$ cat src/rtl/tvb_pkg.sv
package tvb_pkg;
  typedef enum logic [2:0] {
    S_IDLE, S_REQ, S_READY, S_VEC, S_ADDR, S_DATA, S_REWAIT
  } tvb_state_e;

  typedef struct packed {
    logic loadAddr;
    logic loadData;
    logic finish;
    logic clrSeq;
    logic markRead;
    logic markErr;
    logic clrFlags;
  } tvb_strobe_t;

  localparam logic [1:0] HT_IDLE = 2'b00;
  localparam logic [1:0] HT_NSEQ = 2'b10;
  localparam logic [1:0] HT_SEQ  = 2'b11;

  localparam logic [1:0] RSP_OKAY  = 2'b00;
  localparam logic [1:0] RSP_ERROR = 2'b01;

  localparam logic [1:0] VC_EXIT = 2'b00;
  localparam logic [1:0] VC_RD   = 2'b01;
  localparam logic [1:0] VC_WR   = 2'b10;
  localparam logic [1:0] VC_ADDR = 2'b11;
endpackage

$ cat src/rtl/tvb_ctrl.sv
module tvb_ctrl
  import tvb_pkg::*;
(
  input  logic        clk,
  input  logic        rstN,
  input  logic        reqA,
  input  logic        reqB,
  input  logic        hGrant,
  input  logic        hReady,
  input  logic [1:0]  hResp,
  input  logic        seqOk,
  output tvb_strobe_t stb,
  output logic [1:0]  hTrans,
  output logic        hWrite,
  output logic        testAck,
  output logic        busOwn
);
  tvb_state_e state, stateNxt;
  logic [1:0] codeQ;
  logic       reissue;
  logic       done;
  logic       owned;

  assign owned = hGrant & hReady;
  // a data phase ends on hReady unless the response asks for a re-issue
  assign done  = (state == S_DATA) && hReady && !hResp[1];

  always_comb begin
    stateNxt = state;
    unique case (state)
      S_IDLE:   if (reqA) stateNxt = S_REQ;
      S_REQ:    if (owned) stateNxt = S_READY;
      S_READY:  stateNxt = ({reqA, reqB} == VC_EXIT) ? S_IDLE : S_VEC;
      S_VEC:    stateNxt = (codeQ == VC_ADDR) ? S_READY : S_ADDR;
      S_ADDR:   if (hReady) stateNxt = S_DATA;
      S_DATA: begin
        if (hResp[1])    stateNxt = S_REWAIT;
        else if (hReady) stateNxt = S_READY;
      end
      S_REWAIT: if (owned) stateNxt = S_ADDR;
      default:  stateNxt = S_IDLE;
    endcase
  end

  always_ff @(posedge clk or negedge rstN) begin
    if (!rstN) begin
      state   <= S_IDLE;
      codeQ   <= VC_EXIT;
      reissue <= 1'b0;
    end else begin
      state <= stateNxt;
      if (state == S_READY) codeQ <= {reqA, reqB};
      if (state == S_DATA && hResp[1]) reissue <= 1'b1;
      else if (done)                   reissue <= 1'b0;
    end
  end

  always_comb begin
    stb          = '0;
    stb.loadAddr = (state == S_VEC) && (codeQ == VC_ADDR);
    stb.loadData = (state == S_VEC) && (codeQ != VC_ADDR);
    stb.finish   = done;
    stb.clrSeq   = (state == S_IDLE);
    stb.markRead = done && (codeQ == VC_RD) && (hResp == RSP_OKAY);
    stb.markErr  = done && (hResp == RSP_ERROR);
    stb.clrFlags = (state == S_READY);
  end

  assign hTrans  = (state != S_ADDR) ? HT_IDLE :
                   (seqOk && !reissue) ? HT_SEQ : HT_NSEQ;
  assign hWrite  = (state == S_ADDR) && (codeQ == VC_WR);
  assign testAck = (state == S_READY);
  assign busOwn  = (state != S_IDLE);
endmodule

$ cat src/rtl/tvb_dpath.sv
module tvb_dpath
  import tvb_pkg::*;
#(
  parameter int WIDTH = 32
) (
  input  logic             clk,
  input  logic             rstN,
  input  tvb_strobe_t      stb,
  input  logic [WIDTH-1:0] testData,
  input  logic [1:0]       testSize,
  output logic [WIDTH-1:0] hAddr,
  output logic [2:0]       hSize,
  output logic [WIDTH-1:0] hWdata,
  output logic             seqOk,
  output logic             rdDrive,
  output logic             testErr
);
  localparam logic [1:0] SZ_MAX = 2'b10;

  logic [WIDTH-1:0] addrReg, dataReg, stepVal;
  logic [1:0]       sizeReg, sizeIn;

  assign sizeIn  = (testSize > SZ_MAX) ? SZ_MAX : testSize;
  assign stepVal = WIDTH'(1) << sizeReg;

  always_ff @(posedge clk or negedge rstN) begin
    if (!rstN) begin
      addrReg <= '0;
      dataReg <= '0;
      sizeReg <= SZ_MAX;
      seqOk   <= 1'b0;
      rdDrive <= 1'b0;
      testErr <= 1'b0;
    end else begin
      if (stb.loadAddr) begin
        addrReg <= testData;
        sizeReg <= sizeIn;
      end else if (stb.finish) begin
        addrReg <= addrReg + stepVal;
      end
      if (stb.loadData) dataReg <= testData;
      if (stb.loadAddr || stb.clrSeq) seqOk <= 1'b0;
      else if (stb.finish)            seqOk <= 1'b1;
      if (stb.markRead)      rdDrive <= 1'b1;
      else if (stb.clrFlags) rdDrive <= 1'b0;
      if (stb.markErr)       testErr <= 1'b1;
      else if (stb.clrFlags) testErr <= 1'b0;
    end
  end

  assign hAddr  = addrReg;
  assign hSize  = {1'b0, sizeReg};
  assign hWdata = dataReg;
endmodule

$ cat src/rtl/tvb_test_master.sv
module tvb_test_master
  import tvb_pkg::*;
#(
  parameter int         WIDTH = 32,
  parameter logic [3:0] PROT  = 4'b0011
) (
  input  logic             clk,
  input  logic             rstN,
  input  logic             testReqA,
  input  logic             testReqB,
  input  logic [WIDTH-1:0] testData,
  input  logic [1:0]       testSize,
  output logic             testAck,
  output logic             rdDrive,
  output logic             testErr,
  output logic [WIDTH-1:0] hAddr,
  output logic [1:0]       hTrans,
  output logic             hWrite,
  output logic [2:0]       hSize,
  output logic [2:0]       hBurst,
  output logic [3:0]       hProt,
  output logic [WIDTH-1:0] hWdata,
  input  logic             hReady,
  input  logic [1:0]       hResp,
  output logic             hBusReq,
  output logic             hLock,
  input  logic             hGrant
);
  tvb_strobe_t stb;
  logic        seqOk;
  logic        busOwn;

  tvb_ctrl ctrl_i (
    .clk(clk), .rstN(rstN), .reqA(testReqA), .reqB(testReqB),
    .hGrant(hGrant), .hReady(hReady), .hResp(hResp), .seqOk(seqOk),
    .stb(stb), .hTrans(hTrans), .hWrite(hWrite), .testAck(testAck),
    .busOwn(busOwn)
  );

  tvb_dpath #(.WIDTH(WIDTH)) dpath_i (
    .clk(clk), .rstN(rstN), .stb(stb), .testData(testData),
    .testSize(testSize), .hAddr(hAddr), .hSize(hSize), .hWdata(hWdata),
    .seqOk(seqOk), .rdDrive(rdDrive), .testErr(testErr)
  );

  assign hBusReq = busOwn;
  assign hLock   = busOwn;
  assign hBurst  = 3'b001;
  assign hProt   = PROT;
endmodule

$ cat config.mk
export PLATFORM = sky130hd
export DESIGN_NAME = tvb_test_master
export DESIGN_NICKNAME = d
export VERILOG_FILES = /design/src/rtl/tvb_pkg.sv /design/src/rtl/tvb_ctrl.sv /design/src/rtl/tvb_dpath.sv /design/src/rtl/tvb_test_master.sv
export SDC_FILE = /design/constraint.sdc
export NUM_CORES = 1
export LEC_CHECK = 0
export BUFFER_PORTS_ARGS = -buffer_cell sky130_fd_sc_hd__clkbuf_2
export CAP_MARGIN = 20
export CORE_MARGIN = 5
export CORE_UTILIZATION = 27
export CTS_BUF_LIST = sky130_fd_sc_hd__clkbuf_4 sky130_fd_sc_hd__clkbuf_8 sky130_fd_sc_hd__clkbuf_16
export DETAILED_ROUTE_END_ITERATION = 6
export HOLD_SLACK_MARGIN = 0.12
export PLACE_DENSITY_LB_ADDON = 0.05
export SYNTH_ARGS = -nofsm -noshare
export SYNTH_HDL_FRONTEND = slang
export SYNTH_SLANG_ARGS = --single-unit
$ cat constraint.sdc
create_clock -name clk -period 2.95 [get_ports clk]
set_clock_uncertainty 0.05 [all_clocks]
set_input_delay 0.1475 -clock clk [delete_from_list [all_inputs] [get_ports clk]]
set_output_delay 0.1475 -clock clk [all_outputs]
set_load 0.1 [all_outputs]
==> metrics.md, run 1 <==
| Metric | Value |
|---|---|
| Status | `completed` |
| Cell mode on critical path | `nor2_1` |
| Core footprint | `0.0144 mm²` |
| Starting Density | `27.3%` |
| CP max stage delay | `0.56 ns` |
| Total track usage | `15.2%` |
| Synth Flop Type | `dfrtp_1` |
| Num CTS Buffers | `9` |
| Chip width | `130 µm` |
| Slew Viols, Final | `0` |
| Largest net degree at the start of global routing | `76` |
| Chip Height | `130 µm` |
| Clk slew on worst S/H paths | `0.06 ns` |
| Vias | `3564` |
| Worst Setup End Kind | `flop` |
| Vias in the first global route | `3588` |
| Hold WC Path Type | `input port to asynchronous set/reset pin` |
| Initial DRT Pass Iterations | `4` |
| Setup Crit Path Kind | `flop to flop` |
| First-pass GRT wire length | `19900 µm` |
| Max_slew headroom | `48.9%` |
| DP HPWL | `8680 µm` |
| Area Growth Syn to Fin | `39.0%` |
| Post-CTS Resized | `0` |
| Crit path DAT | `2.69 ns` |
| Total gr overflow | `0` |
| Netlist area before placement | `0.00392 mm²` |
| Worst path cell trace | `nor2_1 > ha_1 > fa_1 > a211oi_1 > nor2_1 > and2_1 > nor3b_1 > a221o_1` |
| Startpoint Class | `flop` |
| Final design utilization | `37.9%` |
| EDFF count, synth | `0` |
| Gpl congestion | `0.793` |
| Ratio of final minimum period to clock period | `85.0%` |
| Die footprint | `0.0170 mm²` |
| Max-cap viol count | `0` |
| Post-synthesis sequential area ratio | `48.0%` |
| Root Driver | `clkbuf_16` |
| CTS tree | `yes` |
| Top achievable clock speed | `399 MHz` |
| Row count | `44` |
| Boundary Pins | `124` |
| CP startpoint | `dpath_i.sizeReg[1]$_DFFE_PN1P_` |
| Tmin final | `2.51 ns` |
| IO buf count | `115` |
| Initial antenna violation count | `0` |
| Max clock buf depth | `2` |
| Synthesized flop and latch total | `75` |
| Slowest CP cell | `dfstp_2` |
| Slew @ Worst Pin | `0.767 ns` |
| RSZ-0062 raised after global routing | `false` |
| ANT cells | `0` |
| Later-pin clock latency in the skew report | `0.35 ns` |
| R2R setup slack | `0.44 ns` |
| Critical path peak fanout | `6` |
| Yosys cell types | `59` |
| Syn avg cell area | `10.4 µm²` |
| DP Area | `0.00469 mm²` |
| Final non-filler cell area | `0.00544 mm²` |
| Post-Syn Instances | `378` |
| Setup crit end | `dpath_i.hAddr[6]$_DFFE_PN0P_` |
| Fraction of registers with async set/reset | `100%` |
| Crit path required time | `3.13 ns` |
| Wire length per cell | `17.1 µm` |
| Total wire length | `12400 µm` |
| Iter 0 DRT Violations | `222` |
| DRC | `0` |
| Final ANT Viol Nets | `0` |
| Final Setup Violations | `0` |
| Ys Warns | `0` |
| Clk sinks | `75` |
| Hold Fails Final Rpt | `0` |
| Nets | `583` |
| Htree depth | `3` |
| Via-to-Cell Ratio | `4.92` |
| Layout cells sized above 1 | `34.0%` |
| Worst reg2reg startpoint | `dpath_i.sizeReg[1]$_DFFE_PN1P_` |
| R2r worst-path depth | `8` |
| Reg-to-Reg End | `dpath_i.hAddr[6]$_DFFE_PN0P_` |
layer usage:
layer / routed length [µm] / global-route usage, %
met4: 175 / 5.63
met2: 5750 / 24.3
met3: 627 / 3.13
met1: 5840 / 20.5
met5: 0 / 0
cell usage in the layout (no fill, tap or decap), types with 7 or more instances in the layout:
master	n
clkbuf_16	9
nor3_1	8
o21ai_0	18
or3_1	7
mux2_2	33
clkbuf_2	114
conb_1	8
a22oi_1	7
nand3_1	23
dlygate4sd3_1	41
nor2_1	12
dfrtp_1	74
a21oi_1	8
nand2_1	48
inv_1	7
nand3b_1	7
buf_4	8
cell families after synthesis:
kind of cell,count (synthesis),synth area share (%)
other cells,2,0.192
flops,75,48.0
xor+xnor,3,0.671
compound gates,81,15.1
simple gates,145,19.9
fa+ha+maj,5,1.79
buf+inv,31,4.12
mux,36,10.3
timing repair:
action,in CTS,in global routing
hold buffers,41,0
setup buffers,0,0
hold endpoints to repair,145,0
worst max-delay path, delay by kind of cell (launching register included):
| kind | cells | cell delay [ns] |
|---|---|---|
| simple gates | 4 | 0.54 |
| compound gates | 2 | 0.61 |
| flops | 1 | 0.56 |
| fa+ha+maj | 2 | 0.63 |
cells in the mapped netlist (2+ instances only):
master | count | share of area [%]
o211ai_1 | 5 | 0.96
o22ai_1 | 3 | 0.48
o21ai_0 | 18 | 2.3
nand3_2 | 2 | 0.51
nor3b_1 | 3 | 0.58
o311ai_0 | 6 | 1.3
nor2_1 | 13 | 1.2
conb_1 | 2 | 0.19
mux2_2 | 33 | 9.5
a222oi_1 | 3 | 0.77
dfrtp_1 | 74 | 47
o311a_1 | 3 | 0.77
buf_2 | 6 | 0.77
nor2b_1 | 3 | 0.48
a211o_1 | 3 | 0.67
a31oi_1 | 4 | 0.64
nor3_1 | 8 | 1.0
a22o_1 | 3 | 0.67
nand4_1 | 5 | 0.80
xnor2_1 | 2 | 0.45
mux2i_1 | 3 | 0.77
and4_1 | 2 | 0.45
clkbuf_1 | 8 | 0.77
inv_1 | 7 | 0.67
or3_1 | 7 | 1.1
ha_1 | 4 | 1.3
nand3_1 | 23 | 2.9
buf_4 | 10 | 1.9
and3_1 | 3 | 0.48
or4_1 | 2 | 0.38
a22oi_1 | 7 | 1.3
nand2b_1 | 2 | 0.32
a221o_1 | 6 | 1.5
nand2_1 | 48 | 4.6
nand3b_1 | 7 | 1.3
and3b_1 | 3 | 0.67
o31ai_1 | 2 | 0.38
nor4_1 | 6 | 0.96
and2_1 | 2 | 0.32
a21oi_1 | 8 | 1.0
stage by stage:
stage	hold slack, ns	cells	TNS (ns)	setup WS (ns)
after floorplan	-0.198	384	-0.494	-0.256
after global placement	0.310	667	0	0.492
after detailed placement	0.318	667	0	0.463
after CTS	0.442	724	0	0.448
after global routing	0.254	725	0	0.290
final	0.217	725	0	0.443
sequential cells by signal, indices dropped and copies added (netlist names):
register / flops
dpath_i.sizeReg: 2
dpath_i.hAddr: 32
dpath_i.testErr: 1
ctrl_i.reissue: 1
dpath_i.hWdata: 32
ctrl_i.state: 3
dpath_i.rdDrive: 1
ctrl_i.codeQ: 2
dpath_i.seqOk: 1
cell type report:
cell class	instances	area, µm²
Clock buffer	10	233
Clock inverter	6	80.1
Fill cell	1478	8920
Inverter	7	26.3
Multi-Input combinational cell	278	1910
Sequential cell	75	1880
Tap cell	184	230
Timing Repair Buffer	165	1090
worst min-delay path by stage:
| stage | start | endpoint | slack [ns] |
|---|---|---|---|
| global route | rstN | dpath_i.hWdata[5]$_DFFE_PN0P_ | 0.25 |
| CTS | dpath_i.rdDrive$_DFFE_PN0P_ | dpath_i.rdDrive$_DFFE_PN0P_ | 0.44 |
| floorplan | rstN | ctrl_i.codeQ[0]$_DFFE_PN0P_ | -0.20 |
| detailed placement | testSize[1] | dpath_i.sizeReg[1]$_DFFE_PN1P_ | 0.32 |
| global placement | testReqB | ctrl_i.codeQ[0]$_DFFE_PN0P_ | 0.31 |
| finish | rstN | dpath_i.hWdata[5]$_DFFE_PN0P_ | 0.22 |
Power of run 1 is not shown: default switching activity piles up to over one toggle a cycle in this logic, so the estimate is an artifact.
==> run 2: changes to the inputs <==
==> constraint.sdc (replaced) <==
create_clock -name clk -period 2.4 [get_ports clk]
set_clock_uncertainty 0.05 [all_clocks]
set_input_delay 0.12 -clock clk [delete_from_list [all_inputs] [get_ports clk]]
set_output_delay 0.12 -clock clk [all_outputs]
set_load 0.1 [all_outputs]
==> metrics.md, run 2 (synthesis results as in run 1) <==
| Metric | Value |
|---|---|
| Chip width | `130 µm (unchanged)` |
| Row count | `44 (unchanged)` |
| Htree depth | `3 (unchanged)` |
| Wire length per cell | `17.0 µm (was 17.1 µm)` |
| Setup Crit Path Kind | `flop to flop (unchanged)` |
| Setup crit end | `dpath_i.hAddr[6]$_DFFE_PN0P_ (unchanged)` |
| Total gr overflow | `0 (unchanged)` |
| Gpl congestion | `0.790 (was 0.793)` |
| Final ANT Viol Nets | `0 (unchanged)` |
| Slew @ Worst Pin | `0.952 ns (was 0.767 ns)` |
| CTS tree | `yes (unchanged)` |
| ANT cells | `0 (unchanged)` |
| Total track usage | `15.0% (was 15.2%)` |
| DRC | `0 (unchanged)` |
| Post-Place Cells | `672 (was 667)` |
| Startpoint Class | `flop (unchanged)` |
| Total wire length | `12500 µm (was 12400 µm)` |
| Iter 0 DRT Violations | `200 (was 222)` |
| Top achievable clock speed | `424 MHz (was 399 MHz)` |
| Commonest non-fill, non-tap cell in the layout | `clkbuf_2 (unchanged)` |
| IO buf count | `115 (unchanged)` |
| R2r worst-path depth | `8 (unchanged)` |
| Clk slew on worst S/H paths | `0.06 ns (about the same)` |
| Later-pin clock latency in the skew report | `0.34 ns (was 0.35 ns)` |
| Core footprint | `0.0144 mm² (unchanged)` |
| Root Driver | `clkbuf_16 (unchanged)` |
| CP startpoint | `dpath_i.sizeReg[1]$_DFFE_PN1P_ (unchanged)` |
| Multi-input gate area | `0.00202 mm² (was 0.00191 mm²)` |
| Crit path DAT | `2.54 ns (was 2.69 ns)` |
| Filler cells | `1449 (was 1478)` |
| Worst Setup End Kind | `flop (unchanged)` |
| Nets | `589 (was 583)` |
| Initial antenna violation count | `0 (unchanged)` |
| Fin cells | `731 (was 725)` |
| Status | `completed (unchanged)` |
| Fin Hold WS | `0.221 ns (was 0.217 ns)` |
| Vias | `3624 (was 3564)` |
| Layout cells sized above 1 | `40.8% (was 34.0%)` |
| Starting Density | `27.3% (unchanged)` |
| Max_slew headroom | `36.5% (was 48.9%)` |
| Vias in the first global route | `3666 (was 3588)` |
| Clk sinks | `75 (unchanged)` |
| Register area | `0.00190 mm² (was 0.00188 mm²)` |
| Area Growth Syn to Fin | `43.5% (was 39.0%)` |
| Die footprint | `0.0170 mm² (unchanged)` |
| Critical path peak fanout | `6 (unchanged)` |
| Max-cap viol count | `0 (unchanged)` |
| Final Setup Violations | `0 (unchanged)` |
| Max clock buf depth | `2 (unchanged)` |
| Via-to-Cell Ratio | `4.96 (was 4.92)` |
| Ratio of final minimum period to clock period | `98.3% (was 85.0%)` |
| Crit path required time | `2.58 ns (was 3.13 ns)` |
| First-pass GRT wire length | `19600 µm (was 19900 µm)` |
| Initial DRT Pass Iterations | `5 (was 4)` |
| Most frequent cells in the layout | `clkbuf_2 (114), dfrtp_1 (59), nand2_1 (48) (was clkbuf_2 (114), dfrtp_1 (74), nand2_1 (48))` |
| DP HPWL | `8860 µm (was 8680 µm)` |
| R2R setup slack | `0.04 ns (was 0.44 ns)` |
| Slew Viols, Final | `0 (unchanged)` |
| Worst reg2reg startpoint | `dpath_i.sizeReg[1]$_DFFE_PN1P_ (unchanged)` |
| Num CTS Buffers | `9 (unchanged)` |
| Hold WC Path Type | `input port to asynchronous set/reset pin (unchanged)` |
| Tmin final | `2.36 ns (was 2.51 ns)` |
| Hold Fails Final Rpt | `0 (unchanged)` |
| Reg-to-Reg End | `dpath_i.hAddr[6]$_DFFE_PN0P_ (unchanged)` |
| Chip Height | `130 µm (unchanged)` |
| Boundary Pins | `124 (unchanged)` |
| RSZ-0062 raised after global routing | `true (was false)` |
| Largest net degree at the start of global routing | `45 (was 76)` |
## run 2: changes by cell type in the layout (fill, tap and decap cells not counted), moves of 3 or more
cell	change
dfrtp_1	-15
a21oi_1	-3
o21ai_0	-3
dfrtp_2	+15
a21oi_2	+3
o21ai_1	+3
buf_4	+6
ha_1	-3
## run 2: layout make-up
| type | instances | share of cell area, % |
|---|---|---|
| Inverter | 7 | 0.468 |
| Multi-Input combinational cell | 278 | 36.0 |
| Clock buffer | 10 | 4.14 |
| Sequential cell | 75 | 33.8 |
| Timing Repair Buffer | 171 | 20.0 |
| Clock inverter | 6 | 1.43 |
| Tap cell | 184 | 4.10 |
## run 2: stage by stage
step	utilization, %	setup slack, ns	instance area, µm²	setup TNS, ns
global placement	33.6	0.0656	4820	0
global route	39.1	-0.0406	5620	-0.0992
CTS	38.6	0.00618	5540	0
finish	39.1	0.0410	5620	0
floorplan	-	-0.778	4020	-1.72
detailed placement	33.6	0.0179	4820	0
## run 2: repair_timing
action / 4_1_cts / 5_1_grt
endpoints found under the hold margin: 147 / 0
gates resized for setup: 0 / 16
setup endpoints to repair: 0 / 12
hold buffers: 41 / 0
setup buffers: 0 / 2
## run 2: worst min path at each step
stage	from	to	slack [ns]	cells past startpoint
finish	rstN	dpath_i.hWdata[3]$_DFFE_PN0P_	0.22	2
global route	rstN	dpath_i.hWdata[3]$_DFFE_PN0P_	0.26	2
CTS	rstN	dpath_i.hWdata[3]$_DFFE_PN0P_	0.23	2
detailed placement	rstN	dpath_i.hWdata[3]$_DFFE_PN0P_	0.06	1
global placement	rstN	dpath_i.hWdata[3]$_DFFE_PN0P_	0.06	1
floorplan	rstN	ctrl_i.codeQ[0]$_DFFE_PN0P_	-0.23	0
## run 2: metal layers
metal	vias to the layer above	GRT usage (%)	routed length [µm]
met5	-	0	0
li1	1735	-	-
met1	1781	19.3	5580
met2	95	24.3	5920
met4	0	4.36	155
met3	13	4.72	802
## run 2: worst max-delay path, cell delays in order, from the launching register on
cell      delay (ns)
dfstp_4         0.65
nor2_4          0.04
ha_4            0.17
fa_2            0.39
a211oi_4        0.31
nor2_4          0.09
and2_4          0.17
nor3b_1         0.13
a221o_1         0.25
Power of run 2 is left out for the same reason.
